## src/rtl/slice_pkg.sv

```systemverilog
package slice_pkg;

    typedef struct packed {
        logic irq_en;
        logic gate;
        logic capture;
        logic single;
        logic loop;
        logic run;
    } slice_ctrl_t;

    localparam int CTRL_W = $bits(slice_ctrl_t);

    typedef enum logic [2:0] {
        A_CTRL   = 3'd0,
        A_DATA   = 3'd1,
        A_SHADOW = 3'd2,
        A_FRAME  = 3'd3,
        A_DIV    = 3'd4,
        A_PHASE  = 3'd5
    } slice_addr_e;

    // bit that enters the top of the register on a tick
    function automatic logic fill_bit(input logic loop, input logic capture,
                                      input logic lsb, input logic pin);
        if (loop)
            return lsb;
        return capture & pin;
    endfunction

endpackage

```

## src/rtl/slice_prediv.sv

```systemverilog
module slice_prediv #(
    parameter int DIV_W = 12
) (
    input  logic             clk,
    input  logic             rst,
    input  logic             adv,
    input  logic             ld_div,
    input  logic             ld_phase,
    input  logic [DIV_W-1:0] div_val,
    input  logic [DIV_W-1:0] phase_val,
    output logic             tick
);
    logic [DIV_W-1:0] cnt_q;
    logic [DIV_W-1:0] reload;
    logic             past_ok;

    assign reload = (div_val == '0) ? '0 : div_val - DIV_W'(1);
    assign tick   = adv && (cnt_q == '0);

    always_ff @(posedge clk) begin
        if (rst) begin
            cnt_q <= '0;
        end else if (ld_phase) begin
            cnt_q <= phase_val;
        end else if (ld_div) begin
            cnt_q <= '0;
        end else if (adv) begin
            cnt_q <= (cnt_q == '0) ? reload : cnt_q - DIV_W'(1);
        end
    end

    always_ff @(posedge clk) begin
        if (rst) past_ok <= 1'b0;
        else     past_ok <= 1'b1;
    end

    AST_DIV_GAP: assert property (@(posedge clk) disable iff (rst)
        (past_ok && tick && $past(tick) && !$past(ld_div) && !$past(ld_phase))
            |-> ($past(div_val) <= DIV_W'(1)));

endmodule

```

## src/rtl/slice_poscnt.sv

```systemverilog
module slice_poscnt #(
    parameter int POS_W      = 8,
    parameter int RESET_LAST = 31
) (
    input  logic             clk,
    input  logic             rst,
    input  logic             tick,
    input  logic             ld,
    input  logic [POS_W-1:0] ld_val,
    output logic             last
);
    logic [POS_W-1:0] reload_q;
    logic [POS_W-1:0] pos_q;

    assign last = tick && (pos_q == '0);

    always_ff @(posedge clk) begin
        if (rst) begin
            reload_q <= POS_W'(RESET_LAST);
            pos_q    <= POS_W'(RESET_LAST);
        end else if (ld) begin
            reload_q <= ld_val;
            pos_q    <= ld_val;
        end else if (last) begin
            pos_q    <= reload_q;
        end else if (tick) begin
            pos_q    <= pos_q - POS_W'(1);
        end
    end

    AST_POS_BOUND: assert property (@(posedge clk) disable iff (rst)
        pos_q <= reload_q);

endmodule

```

## src/rtl/slice_shreg.sv

```systemverilog
module slice_shreg #(
    parameter int DATA_W = 32
) (
    input  logic              clk,
    input  logic              rst,
    input  logic              tick,
    input  logic              swap,
    input  logic              fill,
    input  logic              ld_data,
    input  logic              ld_shadow,
    input  logic [DATA_W-1:0] wval,
    output logic [DATA_W-1:0] data_q
);
    logic [DATA_W-1:0] shadow_q;
    logic [DATA_W-1:0] shifted;
    logic              past_ok;

    assign shifted = {fill, data_q[DATA_W-1:1]};

    always_ff @(posedge clk) begin
        if (rst) begin
            data_q   <= '0;
            shadow_q <= '0;
        end else begin
            if (ld_data)      data_q <= wval;
            else if (swap)    data_q <= shadow_q;
            else if (tick)    data_q <= shifted;

            if (ld_shadow)    shadow_q <= wval;
            else if (swap)    shadow_q <= shifted;
        end
    end

    always_ff @(posedge clk) begin
        if (rst) past_ok <= 1'b0;
        else     past_ok <= 1'b1;
    end

    AST_SWAP_LOADS: assert property (@(posedge clk) disable iff (rst)
        (past_ok && $past(swap && !ld_data)) |-> (data_q == $past(shadow_q)));

    AST_SHIFT_DOWN: assert property (@(posedge clk) disable iff (rst)
        (past_ok && $past(tick && !swap && !ld_data))
            |-> (data_q[DATA_W-2:0] == $past(data_q[DATA_W-1:1])));

endmodule

```

## src/rtl/shift_slice.sv

```systemverilog
module shift_slice
    import slice_pkg::*;
#(
    parameter int DATA_W = 32,
    parameter int POS_W  = 8,
    parameter int DIV_W  = 12
) (
    input  logic              clk,
    input  logic              rst,
    input  logic              wr_en,
    input  logic [2:0]        wr_addr,
    input  logic [DATA_W-1:0] wr_data,
    input  logic              ser_in,
    input  logic              qual_n,
    output logic              ser_out,
    output logic              ser_oe,
    output logic              req,
    output logic              irq
);
    localparam int LAST_BIT = DATA_W - 1;

    slice_ctrl_t       ctrl_q;
    logic [DIV_W-1:0]  div_q;
    logic [DATA_W-1:0] data_q;
    logic              hit_ctrl, hit_data, hit_shadow, hit_frame, hit_div, hit_phase;
    logic              adv, tick, last, swap, fill, req_d;
    logic              req_q, irq_q, past_ok;

    assign hit_ctrl   = wr_en && (wr_addr == A_CTRL);
    assign hit_data   = wr_en && (wr_addr == A_DATA);
    assign hit_shadow = wr_en && (wr_addr == A_SHADOW);
    assign hit_frame  = wr_en && (wr_addr == A_FRAME);
    assign hit_div    = wr_en && (wr_addr == A_DIV);
    assign hit_phase  = wr_en && (wr_addr == A_PHASE);

    assign adv  = ctrl_q.run && (!ctrl_q.gate || !qual_n);
    assign fill = fill_bit(ctrl_q.loop, ctrl_q.capture, data_q[0], ser_in);
    assign swap = last && !ctrl_q.loop;
    assign req_d = ctrl_q.loop ? (tick && data_q[0]) : swap;

    slice_prediv #(.DIV_W(DIV_W)) u_div (
        .clk(clk), .rst(rst), .adv(adv), .ld_div(hit_div), .ld_phase(hit_phase),
        .div_val(div_q), .phase_val(wr_data[DIV_W-1:0]), .tick(tick)
    );

    slice_poscnt #(.POS_W(POS_W), .RESET_LAST(LAST_BIT)) u_pos (
        .clk(clk), .rst(rst), .tick(tick), .ld(hit_frame),
        .ld_val(wr_data[POS_W-1:0]), .last(last)
    );

    slice_shreg #(.DATA_W(DATA_W)) u_sr (
        .clk(clk), .rst(rst), .tick(tick), .swap(swap), .fill(fill),
        .ld_data(hit_data), .ld_shadow(hit_shadow), .wval(wr_data), .data_q(data_q)
    );

    always_ff @(posedge clk) begin
        if (rst) begin
            ctrl_q  <= '0;
            div_q   <= DIV_W'(1);
            req_q   <= 1'b0;
            irq_q   <= 1'b0;
            past_ok <= 1'b0;
        end else begin
            past_ok <= 1'b1;
            if (hit_ctrl)
                ctrl_q <= slice_ctrl_t'(wr_data[CTRL_W-1:0]);
            else if (last && ctrl_q.single)
                ctrl_q.run <= 1'b0;
            if (hit_div)
                div_q <= wr_data[DIV_W-1:0];
            req_q <= req_d;
            irq_q <= req_d && ctrl_q.irq_en;
        end
    end

    assign ser_out = data_q[0];
    assign ser_oe  = !ctrl_q.capture;
    assign req     = req_q;
    assign irq     = irq_q;

    AST_REQ_AFTER_TICK: assert property (@(posedge clk) disable iff (rst)
        (past_ok && req_q) |-> $past(tick));

    AST_SINGLE_STOP: assert property (@(posedge clk) disable iff (rst)
        (past_ok && $past(last && ctrl_q.single && !hit_ctrl)) |-> !ctrl_q.run);

    AST_GATE_HOLD: assert property (@(posedge clk) disable iff (rst)
        (past_ok && $past(ctrl_q.gate && qual_n && !wr_en)) |-> $stable(data_q));

    AST_IRQ_GATED: assert property (@(posedge clk) disable iff (rst)
        (past_ok && irq_q) |-> req_q);

endmodule

```

## config.mk

```make
export PLATFORM = sky130hd
export DESIGN_NAME = shift_slice
export DESIGN_NICKNAME = d
export VERILOG_FILES = /design/src/rtl/slice_pkg.sv /design/src/rtl/slice_prediv.sv /design/src/rtl/slice_poscnt.sv /design/src/rtl/slice_shreg.sv /design/src/rtl/shift_slice.sv
export SDC_FILE = /design/constraint.sdc
export NUM_CORES = 1
export LEC_CHECK = 0
export BUFFER_PORTS_ARGS = -buffer_cell sky130_fd_sc_hd__buf_2
export CORE_MARGIN = 2
export CORE_UTILIZATION = 65
export DETAILED_ROUTE_END_ITERATION = 8
export PLACE_DENSITY_LB_ADDON = 0.12
export SLEW_MARGIN = 20
export SYNTH_ARGS = -nofsm -noshare
export SYNTH_HDL_FRONTEND = slang
export SYNTH_SLANG_ARGS = --single-unit
export TNS_END_PERCENT = 5
```

## constraint.sdc

```tcl
create_clock -name clk -period 4.37 [get_ports clk]
set_input_delay 0.874 -clock clk [delete_from_list [all_inputs] [get_ports clk]]
set_output_delay 0.874 -clock clk [all_outputs]
set_load 0.01 [all_outputs]
```

# Word-level counts from Yosys, hierarchy flattened
# Index checks and enable logic that the tools add are counted.
# word_totals
register_bits,112
input_bits,40
output_inout_bits,4
elab_cells,69
# classes
add_sub_neg,3
n_eq_ne,5
mux,19
bitwise,1
n_reduce_logical,27
# op_table
op,n
$mux 32,5
$mux 12,5
$logic_not 12->1,2
$mux 8,3
$sub 12x1->12 const B,2
$logic_and 1x1->1,13
$reduce_bool 3->1,3
$logic_not 8->1,1
$sub 8x1->8 const B,1
$eq 3x2->1 const B,2
$eq 3x3->1 const B,2
$mux 1,6
$logic_not 1->1,4
$reduce_bool 2->1,2
$eq 3x1->1 const B,1
$logic_not 3->1,1
$and 1x1->1,1
$logic_or 1x1->1,1

# Longest topological paths before layout
# Gate-level depths: netlist of run 1.
# logic_depth
word_depth,8
ltp_mapped,9
depth_no_buf,7

# Modules after synthesis
# Synthesis of run 1 repeated with hierarchy kept, for this count alone.
# hier_totals
cells_unflattened,637
area_unflattened_um2,6104.6
# modules_own_cells
mod,instances,cells_each,area_per_inst_um2,seq_area_each_um2
slice_shreg,1,284,3269.4,1281.2
slice_prediv,1,159,1199.9,240.2
slice_poscnt,1,103,849.6,320.3
shift_slice,1,91,785.8,400.4

# Worst setup path after synthesis of run 1
# Ideal clock, no wire load.
# synth_timing
path_kind,register -> register
start,register u_div.cnt_q[0]
end,register u_sr.shadow_q[10]
t_arrival_ns,2.636
t_required_ns,4.284
setup_slack_ns,1.649
path_stages_with_launch,10
n_path_buf,2
path_cell_list,dfxtp_1 inv_1 ha_1 or4b_1 or4b_4 or4_1 buf_2 buf_6 mux2i_1 a211oi_1
# synth_via
elab_chain_len,5
# synth_rtl
element,line_no,rtl
"start, declared",slice_prediv.sv:13,logic [DIV_W-1:0] cnt_q;
"start signal, assigned",slice_prediv.sv:24,cnt_q <= phase_val;
"start signal, assigned",slice_prediv.sv:28,cnt_q <= (cnt_q == '0) ? reload : cnt_q - DIV_W'(1);
$logic_not 12->1,slice_prediv.sv:18,assign tick = adv && (cnt_q == '0);
$logic_and 1x1->1,slice_prediv.sv:18,
$logic_and 1x1->1,slice_poscnt.sv:15,assign last = tick && (pos_q == '0);
$logic_and 1x1->1,shift_slice.sv:38,assign swap = last && !ctrl_q.loop;
$reduce_bool 2->1 (no source line),n/a,
"end signal, assigned",slice_shreg.sv:29,if (ld_shadow) shadow_q <= wval;
"end signal, assigned",slice_shreg.sv:30,else if (swap) shadow_q <= shifted;
"end, declared",slice_shreg.sv:14,logic [DATA_W-1:0] shadow_q;
# No other way between the ends.
# A chain may end at the register's enable or synchronous reset.

# Worst setup path after layout of run 1
# Ends and elaborated chain as after synthesis.

==> results.ini, run 1 <==
[run_status]
outcome=completed

[sta]
finClkSkew_ns=0.0133
drv_slew=0
rsz0062_at_grt=no
period_share_pct=80.6
worst_pin_slew_ns=0.938
min_period_ns=3.52
slew_headroom_pct=36.9
tns_ns=0
setup_viol=0
timing.hold.ws_ns=0.463
max_freq_mhz=284
hold_viol=0

[yosys]
synth_seq_area_share_pct=37.8
yosysTopAreaCell=dfxtp_1
async_reset_ff_share_pct=0
syn_inst=712
yosys.cell_types.count=61
yosys-top-cells-area=dfxtp_1, mux2i_1, a21oi_1
synth_area_mm2=0.00593
syn_area_per_cell_um2=8.32
syn_nets=757
synth_top_area_share_pct=37.8
synth_edf_count=0
yosys-top-cells-count=dfxtp_1, nand2_1, a21oi_1
synth_flop_cell=dfxtp_1
synth_most_common_cell=dfxtp_1
ys_warn_count=0
ys_ff_latch=112

[critical_path]
worst_setup_path_end_kind=flip-flop
crit_arrival_ns=3.83
criticalPathCategory=reg -> reg
path_max_fanout=47
worstReg2RegStart=u_div.cnt_q[0]
startpoint=u_div.cnt_q[0]
cp-start-kind=flip-flop
required_ns=4.67
r2r_cells=8

[cts]
clockBufferDepth=2
path_clk_slew_ns=0.11
holdBufCountCts=0
cts.sinks=112
cts_tree=yes
clk_latency_ns=0.39
clockRootBuffer=clkbuf_8
cts_inserted_buffers=9
post_cts_resized=0
h-tree-depth=3
post_cts_buffers=0

[die]
die_area_mm2=0.00990
die_x_um=99.5
die_h_um=99.5
coreArea_mm2=0.00876
std_cell_rows=34
start_util_pct=67.6
pin_count=44

[layout]
stdcell_area_mm2=0.00630
drive_gt1_share_pct=14.3
antenna_cells=0
area_growth_pct=6.38
nets=762
fin_cells=830

[min_path]
min_from=u_pos.reload_q[5]
whs_path_depth=2
worstHoldPathType=reg -> reg

[job]
cap_violations=0

[global_route]
grt_max_degree=80
grtUsageMet2_pct=50.3
grt_usage_pct=30.8
busiest_layer=met2
antenna_found_initial=0
gr-usage-met1_pct=42.1
overflow=0
grt_pass1_vias=5111
grt_use_met3_pct=6.32
grt_pass1_wl_um=24900

[placed_design]
hpwlAfterDp_um=9180
gp_congestion=0.981
dpl-instance-area_mm2=0.00609
io_buffers=43
placed_cells=814

[routing]
totalWireLength_um=14700
route.antenna.remaining_nets=0
wl_per_cell_um=17.7
vias=5423
first_pass_iters=4
drc=0
drt-initial-drc-count=317
vias_per_cell=6.53

[power]
p_total_w=0.00203
powerDensity_mw_per_mm2=322
vdd_drop_max_v=0.000199
p_leak_nw=2.59

## logic make-up after synthesis
family | after synthesis | share of synthesized area, %
flip-flops | 112 | 37.8
adder cells (fa/ha/maj) | 5 | 1.06
multiplexers | 41 | 6.97
AO/OA/AOI/OAI | 228 | 26.5
AND/OR/NAND/NOR | 243 | 20.3
XOR/XNOR | 12 | 1.77
buffers and inverters | 71 | 5.53
## critical path, stage by stage (launching register included)
cell and delay (ns):
dfxtp_1 0.35, inv_1 0.11, ha_1 0.18, or4b_1 0.53
or4b_4 0.80, or4_2 0.68, buf_4 0.32, mux2i_1 0.18
a211oi_1 0.26
## metal layers
metal / share of wire [%] / wire length, um
met2: 47 / 6910
met1: 44 / 6500
met3: 7.2 / 1060
met5: 0 / 0
met4: 1.6 / 242
## placed cells by master, fill, tap and decap left out, types with 20 or more instances in the layout
master,synthesis,routed
nor2b_1,31,31
mux2i_1,39,39
buf_2,4,42
nand2_1,89,89
o21ai_0,41,41
a211oi_1,34,34
dfxtp_1,112,112
nor2_1,66,66
a221o_2,20,20
a21oi_1,67,67
## per-stage QoR
| stage | worst slack (ns) | util (%) |
|---|---|---|
| finish | 0.846 | 71.9 |
| global route | 0.686 | 71.9 |
| CTS | 0.851 | 71.9 |
| floorplan | 1.65 | - |
| detailed placement | 0.876 | 69.5 |
| global placement | 0.988 | 69.5 |
## power breakdown
| part | internal (W) | switching (W) |
|---|---|---|
| Sequential | 0.00105 | 0.0000270 |
| Clock | 0.000278 | 0.000389 |
| Combinational | 0.0000982 | 0.000185 |
| Total | 0.00143 | 0.000601 |
## sequential cells by signal, indices dropped and copies added (netlist names)
register / count
ctrl_q: 6
div_q: 12
irq: 1
req: 1
u_div.cnt_q: 12
u_pos.pos_q: 8
u_pos.reload_q: 8
u_sr.data_q: 32
u_sr.shadow_q: 32
## final timing paths
path	endpoint	slack, ns
hold reg to reg	u_pos.reload_q[5]	0.46
setup reg to reg	u_sr.shadow_q[10]	0.85
hold / removal	u_pos.reload_q[5]	0.46
setup / recovery	u_sr.shadow_q[10]	0.85
## cell type report
type / instances / area, um2
fillers: 721 / 2460
clock inverters: 7 / 86.3
well taps: 108 / 135
clock buffers: 9 / 124
multi-input cells: 529 / 3390
inverters: 14 / 52.6
repair buffers: 51 / 278
flip-flops and latches: 112 / 2240
Note: power is estimated with default switching activity, not from simulation.
==> run 2, diff against run 1 <==
- CORE_UTILIZATION: 65 -> 60
- clock period: 4.37 -> 3.6 ns (I/O delays scaled with it)
==> results.ini, run 2 (synthesis results as in run 1) <==
[min_path]
worstHoldPathType=reg -> reg

[cts]
h-tree-depth=3  ; unchanged
clockBufferDepth=2  ; unchanged
cts.sinks=112  ; unchanged
clockRootBuffer=clkbuf_8
post_cts_buffers=0  ; unchanged
path_clk_slew_ns=0.10  ; about the same
holdBufCountCts=0  ; unchanged
cts_inserted_buffers=9  ; unchanged
clk_latency_ns=0.38  ; about the same
post_cts_resized=0  ; unchanged
cts_tree=yes

[die]
die_area_mm2=0.0107  ; +8.0%
die_h_um=103  ; +3.9%
std_cell_rows=36  ; +5.9%
coreArea_mm2=0.00968  ; +11%
pin_count=44  ; unchanged
die_x_um=103  ; +3.9%
start_util_pct=61.2  ; -6.4 points

[sta]
tns_ns=0  ; unchanged
rsz0062_at_grt=no
setup_viol=0  ; unchanged
finClkSkew_ns=0.00969  ; -0.00356 ns
slew_headroom_pct=43.1  ; +6.1 points
hold_viol=0  ; unchanged
drv_slew=0  ; unchanged
worst_pin_slew_ns=0.846  ; -0.0911 ns
max_freq_mhz=309  ; +9.0%
period_share_pct=89.8  ; +9.2 points
min_period_ns=3.23  ; -0.290 ns
fin_ws_ns=0.366  ; -0.480 ns

[job]
cap_violations=0  ; unchanged

[critical_path]
worst-path-buf-inv=2  ; unchanged
crit_arrival_ns=3.53  ; -0.30 ns
cp_slowest_cell=or4_2
crit_chain=inv_1 -> ha_1 -> or4b_1 -> or4b_4 -> or4_2 -> buf_4 -> mux2i_1 -> a211oi_1
required_ns=3.89  ; -0.78 ns
criticalPathCategory=reg -> reg
slowest_delay_ns=0.63  ; -0.17 ns
cp_top_family=simple AND/OR/NAND/NOR gates
path_max_fanout=33  ; -30%
cp-start-kind=flip-flop
worst_setup_path_end_kind=flip-flop

[power]
powerDensity_mw_per_mm2=394  ; +22%
p_total_w=0.00253  ; +25%
p_leak_nw=2.64  ; +2.1%
vdd_drop_max_v=0.000190  ; -4.7%

[routing]
drt-initial-drc-count=467  ; +47%
vias_per_cell=6.36  ; -2.7%
drc=0  ; unchanged
wl_per_cell_um=18.0  ; +1.7%
first_pass_iters=5  ; +1
totalWireLength_um=15600  ; +5.8%
route.antenna.remaining_nets=0  ; unchanged
vias=5486  ; +1.2%

[global_route]
grt_max_degree=65  ; -19%
grt_pass1_vias=5106  ; -0.098%
antenna_found_initial=0  ; unchanged
grt_pass1_wl_um=25200  ; +1.2%
grt_usage_pct=30.1  ; -0.74 points
overflow=0  ; unchanged

[layout]
drive_gt1_share_pct=14.9  ; +0.67 points
final_cell_mix=dfxtp_1, nand2_1, a21oi_1
mostFrequentLayoutCell=dfxtp_1
fill_cells=806  ; +12%
stdcell_area_mm2=0.00642  ; +1.8%
antenna_cells=0  ; unchanged
reg_top3=u_sr.data_q (32), u_sr.shadow_q (32)
multi_input_area_mm2=0.00338  ; -0.15%
area_growth_pct=8.34
layout.area.seq_mm2=0.00224  ; unchanged
nets=771  ; +1.2%

[placed_design]
gp_congestion=0.978  ; -0.28%
post-place-ws_ns=0.458  ; -0.418 ns
io_buffers=43  ; unchanged
hpwlAfterDp_um=9720  ; +5.9%
dpl-instance-area_mm2=0.00620  ; +1.8%

[run_status]
outcome=completed

run 2: changes by cell type in the layout (fill, tap and decap cells not counted), sizes merged:
cell	delta
buf	+9
bufinv	+1
clkbuf	+3
clkinvlp	-1
inv	-4
run 2: worst register-to-register path: stages (launching register included):
cell and delay [ns]:
dfxtp_1 0.36, inv_1 0.11, ha_1 0.16, or4b_1 0.52, or4b_4 0.52, or4_2 0.63
buf_4 0.33, mux2i_1 0.23, a211oi_1 0.28
run 2: final timing paths:
path                startpoint           endpoint  slack, ns  cells past startpoint
min reg2reg  u_pos.reload_q[7]  u_pos.reload_q[7]       0.47                      2
max             u_div.cnt_q[0]  u_sr.shadow_q[26]       0.37                      8
min          u_pos.reload_q[7]  u_pos.reload_q[7]       0.47                      2
max reg2reg     u_div.cnt_q[0]  u_sr.shadow_q[26]       0.37                      8
run 2: final cells by class:
class	count	area share, %
multi-input cells	529	52.7
flip-flops and latches	112	34.9
repair buffers	60	5.57
well taps	133	2.59
clock buffers	12	2.42
clock inverters	3	1.01
inverters	14	0.818
run 2: through the flow:
stage / std cells / utilization [%] / hold WS, ns
final: 863 / 66.3 / 0.467
after global routing: 863 / 66.3 / 0.491
after CTS: 863 / 66.3 / 0.468
after detailed placement: 848 / 64.0 / 0.453
after global placement: 848 / 64.0 / 0.444
after floorplan: 712 / - / 0.429
run 2: where the power goes:
part | internal, W | switching [W] | leakage, nW | total [W]
clock | 0.000426 | 0.000424 | 0.112 | 0.000850
combinational | 0.000133 | 0.000239 | 1.62 | 0.000372
sequential | 0.00128 | 0.0000325 | 0.909 | 0.00131
run 2: per-layer routing:
metal  up-vias  part of all wire (%)  GRT usage (%)
li1       2621                     -              -
met1      2590                    43           40.7
met2       242                    47           48.3
met3        33                   7.8           6.25
met4         0                   2.0           9.51
met5         -                     0              0
